===== src/rtl/quad_emu_pkg.sv =====
package quad_emu_pkg;

  // rank of the selected width: 0 -> narrowest, 3 -> widest
  function automatic logic [1:0] res_rank(input logic [1:0] sel);
    return {sel[0], sel[1]};
  endfunction

  // Gray pattern {A,B} for the two low position bits
  function automatic logic [1:0] gray_ab(input logic [1:0] p);
    return {p[1], p[1] ^ p[0]};
  endfunction

endpackage


===== src/rtl/quad_res_map.sv =====
module quad_res_map #(
  parameter int MIN_W  = 10,
  parameter int STEP_W = 2,
  parameter int ANG_W  = MIN_W + 3 * STEP_W
) (
  input  logic [1:0]       res_sel,
  input  logic [ANG_W-1:0] angle,
  output logic [ANG_W-1:0] target,
  output logic [ANG_W-1:0] mask
);
  import quad_emu_pkg::*;

  localparam int NUM_RES = 4;

  logic [ANG_W-1:0] tgt_opt  [NUM_RES];
  logic [ANG_W-1:0] mask_opt [NUM_RES];

  for (genvar r = 0; r < NUM_RES; r++) begin : g_res
    localparam int SH = ANG_W - (MIN_W + STEP_W * r);
    assign tgt_opt[r]  = angle >> SH;
    assign mask_opt[r] = {ANG_W{1'b1}} >> SH;
  end

  assign target = tgt_opt[res_rank(res_sel)];
  assign mask   = mask_opt[res_rank(res_sel)];

endmodule


===== src/rtl/quad_tracker.sv =====
module quad_tracker #(
  parameter int ANG_W = 16
) (
  input  logic             clk,
  input  logic             rst,
  input  logic             valid,
  input  logic [1:0]       res_sel,
  input  logic [ANG_W-1:0] target,
  input  logic [ANG_W-1:0] mask,
  output logic [ANG_W-1:0] pos,
  output logic             locked,
  output logic             dir
);
  logic [ANG_W-1:0] pos_q, diff, pos_up, pos_dn, half_m;
  logic [1:0]       res_q;
  logic             locked_q, dir_q, move, back;

  always_comb begin
    diff   = (target - pos_q) & mask;
    half_m = mask >> 1;
    move   = |diff;
    back   = |(diff & ~half_m);
    pos_up = (pos_q + ANG_W'(1)) & mask;
    pos_dn = (pos_q - ANG_W'(1)) & mask;
  end

  always_ff @(posedge clk) begin
    if (rst) begin
      pos_q    <= '0;
      res_q    <= '0;
      locked_q <= 1'b0;
      dir_q    <= 1'b0;
    end else if (valid) begin
      if (res_sel != res_q) begin
        locked_q <= 1'b0;
        res_q    <= res_sel;
      end else if (!locked_q) begin
        pos_q    <= target;
        locked_q <= 1'b1;
      end else if (move) begin
        pos_q <= back ? pos_dn : pos_up;
        dir_q <= !back;
      end
    end
  end

  assign pos    = pos_q;
  assign locked = locked_q;
  assign dir    = dir_q;

endmodule


===== src/rtl/quad_out.sv =====
module quad_out #(
  parameter int ANG_W = 16
) (
  input  logic             clk,
  input  logic             rst,
  input  logic [ANG_W-1:0] pos,
  input  logic             locked,
  input  logic             dir_in,
  output logic             enc_a,
  output logic             enc_b,
  output logic             enc_z,
  output logic             enc_dir,
  output logic             live
);
  import quad_emu_pkg::*;

  always_ff @(posedge clk) begin
    if (rst) begin
      enc_a   <= 1'b0;
      enc_b   <= 1'b0;
      enc_z   <= 1'b0;
      enc_dir <= 1'b0;
      live    <= 1'b0;
    end else begin
      live    <= locked;
      enc_dir <= dir_in;
      if (locked) begin
        {enc_a, enc_b} <= gray_ab(pos[1:0]);
        enc_z          <= (pos == '0);
      end else begin
        enc_a <= 1'b0;
        enc_b <= 1'b0;
        enc_z <= 1'b0;
      end
    end
  end

endmodule


===== src/rtl/quad_emu.sv =====
module quad_emu #(
  parameter int MIN_W  = 10,
  parameter int STEP_W = 2,
  localparam int ANG_W = MIN_W + 3 * STEP_W
) (
  input  logic             clk,
  input  logic             rst,
  input  logic [1:0]       res_sel,
  input  logic [ANG_W-1:0] angle,
  input  logic             ang_valid,
  output logic             enc_a,
  output logic             enc_b,
  output logic             enc_z,
  output logic             enc_dir
);
  logic [ANG_W-1:0] target, mask, pos;
  logic             locked, dir, out_live;

  quad_res_map #(.MIN_W(MIN_W), .STEP_W(STEP_W), .ANG_W(ANG_W)) u_map (
    .res_sel(res_sel), .angle(angle), .target(target), .mask(mask)
  );

  quad_tracker #(.ANG_W(ANG_W)) u_trk (
    .clk(clk), .rst(rst), .valid(ang_valid), .res_sel(res_sel),
    .target(target), .mask(mask), .pos(pos), .locked(locked), .dir(dir)
  );

  quad_out #(.ANG_W(ANG_W)) u_out (
    .clk(clk), .rst(rst), .pos(pos), .locked(locked), .dir_in(dir),
    .enc_a(enc_a), .enc_b(enc_b), .enc_z(enc_z), .enc_dir(enc_dir),
    .live(out_live)
  );

endmodule


===== config.mk =====
export PLATFORM = sky130hd
export DESIGN_NAME = quad_emu
export DESIGN_NICKNAME = d
export VERILOG_FILES = /design/src/rtl/quad_emu_pkg.sv /design/src/rtl/quad_res_map.sv /design/src/rtl/quad_tracker.sv /design/src/rtl/quad_out.sv /design/src/rtl/quad_emu.sv
export SDC_FILE = /design/constraint.sdc
export NUM_CORES = 1
export LEC_CHECK = 0
export ABC_AREA = 1
export BUFFER_PORTS_ARGS = -buffer_cell sky130_fd_sc_hd__buf_4
export CORE_AREA = 2 2 95 97
export CTS_BUF_LIST = sky130_fd_sc_hd__clkbuf_4 sky130_fd_sc_hd__clkbuf_8 sky130_fd_sc_hd__clkbuf_16
export CTS_CLUSTER_SIZE = 40
export DETAILED_ROUTE_END_ITERATION = 8
export DIE_AREA = 0 0 97 99
export GPL_TIMING_DRIVEN = 1
export MAX_ROUTING_LAYER = met4
export SLEW_MARGIN = 30
export SYNTH_ARGS = -nofsm -noshare
export SYNTH_HDL_FRONTEND = slang
export SYNTH_SLANG_ARGS = --single-unit

===== constraint.sdc =====
create_clock -name clk -period 8.27 [get_ports clk]
set_clock_uncertainty 0.05 [all_clocks]
set_input_delay 0.4135 -clock clk [delete_from_list [all_inputs] [get_ports clk]]
set_output_delay 0.4135 -clock clk [all_outputs]
set_load 0.005 [all_outputs]

==> reports/results.ini, run 1 <==
[sta]
grt_setup_unrepaired=no
worst_slew_pin_slew_ns=0.764
fin_crit_ns=5.07
drv_slew=0
min_period_over_period=0.613
setup_viol=0
slew_headroom=0.489
final.setup.tns_ns=0
final-hold-violation-count=0
max_freq_ghz=0.197

[final_layout]
nets=643
multiInputGateArea_um2=2400
drive_gt1_frac=0.0952
register_area_um2=480
stdcell_count=696
area_delta_synth_final_pct=9.03
n_antenna_cell=0
fillers=928

[drt]
first_pass_iters=5
wl_um=9870
wire_per_inst_um=14.2
drtIter0Drc=213
drc=0
vias=3588
routed_via_density=5.16
ant_nets=0

[yosys]
synth-seq-area-share=0.144
synthArstFlopShare=0
synth.avg_cell_area_um2=5.82
syn_nets=628
synth.cell_area_um2=3340
synth_seq_cells=24
synth_cells=574
yosys_warnings=0
synthFlopType=dfxtp_1
yosysUniqueCellTypes=40
synth_edf_count=0

[clock_network]
cts_sinks=24
htree_levels=1
cts_setup_buffers=0
clock_latency_ns=0.28
clk_pin_slew_ns=0.10
ctsHoldBuffers=0
ctsResizeCount=0
numCtsBuffers=3
cts_root_buf=clkbuf_8
clock_path_buffers=2
cts_tree=done

[power_and_ir_drop]
p_per_area_nw_per_um2=156
ir_worst_vdd_v=0.0000705
leakage_nw=2.02

[run_status]
status=finished clean

[floorplanning]
initial_core_util=0.391
die_h_um=99
die_x_um=97
die_area_um2=9600
ios=25
rows=34
core_area_um2=8550

[placement]
dp.cells=692
place_congestion=0.919
hpwl_um=8200
io_buffers=24

[critical_path]
required_ns=8.40
cp-start-kind=input pin
critPathCapture=u_trk.pos[13]
r2r-end=u_trk.pos[13]
reg2reg_from=u_trk.pos[1]
cp-end-kind=flip-flop
r2r.worst_path.cells=23
startpoint=res_sel[1]
rrSetupSlack_ns=3.89
critPathMaxFanout=18
worstPathArrival_ns=5.20
path_class=in -> reg

[grt]
antenna_found_initial=0
grt_use_total=0.216
grt_pass1_vias=3466
grt_pass1_wl_um=16600
grt_overflow=0
grt_max_degree=31

[job]
max-cap-violations=0

[min_path]
hp-class=in -> reg

==> state kept, by name (all words and copies together) (netlist names) <==
signal,cells
u_out.enc_dir,1
u_out.enc_z,1
u_trk.pos,16
u_out.enc_a,1
u_trk.dir,1
u_out.enc_b,1
u_trk.res_q,2
u_trk.locked,1
==> cell families (layout without fill, tap and decap cells) <==
logic type | Yosys count | in the layout | synth area share
compound gates | 81 | 81 | 0.133
xor+xnor | 13 | 13 | 0.0341
fa+ha+maj | 33 | 33 | 0.128
buf+inv | 113 | 127 | 0.137
flops | 24 | 24 | 0.144
mux | 8 | 8 | 0.0240
simple gates | 302 | 302 | 0.400
==> cell type report <==
| cell class | count | share of cell area |
|---|---|---|
| clock buffer | 3 | 0.0113 |
| clock inverter | 1 | 0.00824 |
| inverter | 99 | 0.102 |
| multi-input combinational | 437 | 0.660 |
| sequential | 24 | 0.132 |
| tap | 108 | 0.0371 |
| timing repair buffer | 24 | 0.0495 |
==> layout by cell type (no fill, tap or decap), types with 2 or more instances in the layout <==
cell type,instances
xnor2_1,3
o21ai_0,32
o31ai_1,3
dfxtp_1,24
and2_1,3
nand2_2,9
nand4_1,10
or2_2,4
mux2i_1,8
nand3_1,37
a21oi_2,2
nor2_1,51
o22ai_1,3
a21o_1,2
buf_4,24
fa_1,2
nand3_2,2
nor3_1,11
a21oi_1,33
ha_1,31
a31oi_1,2
inv_1,97
clkbuf_8,3
nor2_2,6
nand2_1,163
xor2_1,10
==> Yosys cell counts (9+ instances only) <==
library cell / number / area share
o21ai_0: 32 / 0.048
nor2_1: 51 / 0.057
inv_1: 97 / 0.11
xor2_1: 10 / 0.026
a21oi_1: 33 / 0.049
nor3_1: 11 / 0.016
ha_1: 31 / 0.12
nand3_1: 37 / 0.055
nand4_1: 10 / 0.019
nand2_1: 163 / 0.18
nand2_2: 9 / 0.017
dfxtp_1: 24 / 0.14
==> how the worst min path moves through the flow <==
stage	slack, ns	endpoint	cells past startpoint	startpoint
floorplan	0.35	u_out.enc_dir	2	u_trk.dir
global placement	0.36	u_out.enc_dir	2	u_trk.dir
detailed placement	0.37	u_out.enc_dir	2	u_trk.dir
CTS	0.31	u_trk.pos[0]	2	rst
global route	0.31	u_trk.pos[0]	2	rst
finish	0.32	u_trk.pos[6]	2	rst
==> critical path, cell delays in order <==
cell,delay (ns)
buf_4,0.22
inv_1,0.27
o21ai_0,0.36
o21ai_0,0.20
ha_1,0.41
nand2_1,0.12
nor2_1,0.17
nand3_1,0.12
nand3_1,0.09
nand2_1,0.08
nand3_1,0.07
nand2_1,0.06
inv_1,0.07
nand3_1,0.56
ha_1,0.62
nand2_1,0.06
o21ai_0,0.41
nand3_1,0.13
nand3_1,0.18
a31oi_1,0.11
xor2_1,0.14
nor2_1,0.05
nor3_1,0.19
nor2_1,0.06
==> layer usage <==
layer | global-route usage | routed length (um) | vias to the layer above | part of all wire
met1 | 0.299 | 4940 | 1646 | 0.50
met2 | 0.350 | 4400 | 71 | 0.45
met3 | 0.00922 | 332 | 14 | 0.034
met4 | 0.0498 | 196 | 0 | 0.020
li1 | - | - | 1857 | -
met5 | - | 0 | - | 0
==> metrics by stage <==
step                      instance area, um^2  hold WS, ns  utilization  power [mW]  setup slack, ns
after CTS                                3640        0.313        0.426       0.567             3.21
after global placement                   3570        0.357        0.418       0.452             3.02
after detailed placement                 3570        0.365        0.418       0.457             2.93
final                                    3640        0.322        0.426       0.566             3.20
after global routing                     3640        0.313        0.426       0.622             2.51
after floorplan                          3340        0.350            -       0.383             3.96
==> power by group <==
group          leakage [nW]  total (mW)  internal, mW  switching, mW
clock                0.0357       0.109        0.0648         0.0438
combinational          1.79       0.329         0.116          0.213
sequential            0.196       0.129         0.122        0.00663
(Power assumes the default switching activity.)
==> inputs of run 2 (changes only) <==
--- a/config.mk
+++ b/config.mk
@@ -5,13 +5,13 @@
 export SDC_FILE = /design/constraint.sdc
 export NUM_CORES = 1
 export LEC_CHECK = 0
-export ABC_AREA = 1
+export ABC_AREA = 0
 export BUFFER_PORTS_ARGS = -buffer_cell sky130_fd_sc_hd__buf_4
-export CORE_AREA = 2 2 95 97
+export CORE_AREA = 2 2 94 96
 export CTS_BUF_LIST = sky130_fd_sc_hd__clkbuf_4 sky130_fd_sc_hd__clkbuf_8 sky130_fd_sc_hd__clkbuf_16
 export CTS_CLUSTER_SIZE = 40
 export DETAILED_ROUTE_END_ITERATION = 8
-export DIE_AREA = 0 0 97 99
+export DIE_AREA = 0 0 96 98
 export GPL_TIMING_DRIVEN = 1
 export MAX_ROUTING_LAYER = met4
 export SLEW_MARGIN = 30
==> constraint.sdc (replaced) <==
create_clock -name clk -period 4.8 [get_ports clk]
set_clock_uncertainty 0.05 [all_clocks]
set_input_delay 0.24 -clock clk [delete_from_list [all_inputs] [get_ports clk]]
set_output_delay 0.24 -clock clk [all_outputs]
set_load 0.005 [all_outputs]
==> run 2 against run 1 <==
  * Combinational power grew 120%
  * Sequential power rose by 72%
  * First-iteration DRC count down 36%
  * Core utilization increased by 5.6 points
  * Register-to-register slack got worse by 3.5 ns
  * Non-clock buffer count increased by 55
  * Cell area rose by 12%
  * Critical path type unchanged
==> reports/results.ini, run 2 <==
[sta]
fin_crit_ns=4.55
worst_slew_pin_slew_ns=0.591
min_period_over_period=0.948
drv_slew=0
setup_viol=0
slew_headroom=0.606
final-hold-violation-count=0
max_freq_ghz=0.220

[power_and_ir_drop]
leakage_nw=1.68
pwr-share-seq=0.199
clkPwrFrac=0.163
power_switching_share=0.405
total_power_mw=1.11
p_sw_mw=0.451
power_frac_comb=0.637
p_int_mw=0.662
p_per_area_nw_per_um2=272
ir_worst_vdd_v=0.000162

[yosys]
synthFlopType=dfxtp_1
synth_edf_count=0
synth_simple_gate_area_share=0.206
yosysTopAreaCell=dfxtp_1
ys_top_cells_by_area=dfxtp_1 15%, ha_1 12%, mux2i_1 6.4%
synthArstFlopShare=0
syn_nets=469
yosys-top-cells-count=31 x ha_1, 28 x a21oi_1, 27 x inv_1
yosys_warnings=0
yosysMostFrequentCell=ha_1
synth_seq_cells=24
synthXorXnorAreaFrac=0.0591
yosysUniqueCellTypes=68
synth_top_area_frac=0.147
muxShareOfSynthArea=0.0956
synthAdderAreaFrac=0.131
synth_compound_area_frac=0.308
synth-seq-area-share=0.147
synth.cell_area_um2=3260
synth.avg_cell_area_um2=7.85
synth_cells=415
synth_top_family_by_area=compound AO/OA/AOI/OAI gates

[clock_network]
clk_pin_slew_ns=0.08
htree_levels=1
clock_latency_ns=0.27
cts_root_buf=clkbuf_8
numCtsBuffers=3
cts_tree=done
ctsHoldBuffers=0
cts_sinks=24
clock_path_buffers=2

[critical_path]
path_class=in -> reg
critPathCapture=u_trk.pos[15]
critPathSlowestCell=or3_1
slowest_delay_ns=0.37
worstPathArrival_ns=4.66
rrSetupSlack_ns=0.35
reg2reg_from=u_trk.pos[12]
critPathMaxFanout=9
r2r.worst_path.cells=18
path_cells=buf_4, mux2_2, a22o_1, ha_1, a21o_1, a21o_1, or3_1, o31ai_4, mux2i_1, o22a_4, ha_4, a211oi_2, o21a_1, o311ai_1, a21oi_1, a21oi_2, and3_1, o21ai_0, mux2i_1, o41ai_1
required_ns=4.91
cp-start-kind=input pin
r2r-end=u_trk.pos[15]
startpoint=res_sel[0]
cp-end-kind=flip-flop

[grt]
grt_pass1_wl_um=16000
antenna_found_initial=0
grt_use_total=0.216
grt_overflow=0
grt_pass1_vias=3381
grt_max_degree=30

[run_status]
status=finished clean

[floorplanning]
core_area_um2=8470
ios=25
rows=34
initial_core_util=0.385
die_h_um=98
die_x_um=96
die_area_um2=9410

[final_layout]
nets=537
n_antenna_cell=0
design_area_um2=4080
layout_common_cells=78 x buf_4, 27 x inv_1, 27 x ha_1
drive_gt1_frac=0.239
area_delta_synth_final_pct=25.3
largest_reg_flops=16
final_common_cell=buf_4

[min_path]
hp-class=in -> reg
hold_depth=3

[job]
max-cap-violations=0

[drt]
first_pass_iters=4
drc=0
vias=3378
wl_um=9560
ant_nets=0
drtIter0Drc=137
routed_via_density=5.73
wire_per_inst_um=16.2

[placement]
io_buffers=24
hpwl_um=7920
place_congestion=0.979
place_area_um2=4000

## run 2: metrics by stage
step                TNS [ns]  std cells  worst slack [ns]  hold slack, ns   util
finish                     0        590             0.251           0.205  0.482
global route         -0.0229        590           -0.0229           0.220  0.482
CTS                        0        589             0.134           0.213  0.481
detailed placement    -0.183        585            -0.110           0.413  0.472
global placement     -0.0510        585           -0.0258           0.412  0.472
floorplan                  0        415          0.000642           0.342      -
## run 2: cell families (layout without fill, tap and decap cells)
family,Yosys count,count (layout)
multiplexers,29,29
flip-flops,24,24
buffers and inverters,44,111
adder cells (fa/ha/maj),33,33
AO/OA/AOI/OAI,139,139
AND/OR/NAND/NOR,124,124
XOR/XNOR,22,22
## run 2: how the worst min path moves through the flow
| stage | start | end |
|---|---|---|
| final | ang_valid | u_trk.res_q[1] |
| after global routing | ang_valid | u_trk.res_q[0] |
| after CTS | ang_valid | u_trk.res_q[0] |
| after detailed placement | u_trk.dir | u_out.enc_dir |
| after global placement | u_trk.dir | u_out.enc_dir |
| after floorplan | ang_valid | u_trk.res_q[0] |
## run 2: area by class of cell
type	instances	area, um^2
Multi-Input combinational cell	347	2690
Fill cell	842	4380
Clock buffer	3	41.3
Tap cell	108	135
Timing Repair Buffer	79	606
Sequential cell	24	480
Inverter	28	105
Clock inverter	1	30.0
## run 2: metal layers
layer,global-route usage,share of wire,vias up
met5,-,0,-
met1,0.289,0.48,1601
met4,0.0363,0.020,0
met2,0.354,0.47,52
met3,0.0247,0.026,14
li1,-,-,1711
## run 2: power by group through the flow
stage	combinational, mW	clock [mW]	sequential, mW
after floorplan	0.473	0	0.223
after global placement	0.692	0	0.226
after detailed placement	0.701	0	0.226
after CTS	0.705	0.183	0.222
after global routing	0.782	0.191	0.223
final	0.709	0.182	0.222
## run 2: timing repair
| action | 4_1_cts | 5_1_grt |
|---|---|---|
| endpoints found under the setup margin | 0 | 4 |
| resized for setup | 0 | 4 |
| setup buffers | 0 | 1 |
## run 2: critical path, delay by kind of cell
| family | cells | cell delay, ns |
|---|---|---|
| AOI/OAI and AO/OA | 12 | 2.59 |
| buffers and inverters | 1 | 0.12 |
| adders and majority gates | 2 | 0.44 |
| and+or+nand+nor | 2 | 0.56 |
| muxes | 3 | 0.71 |
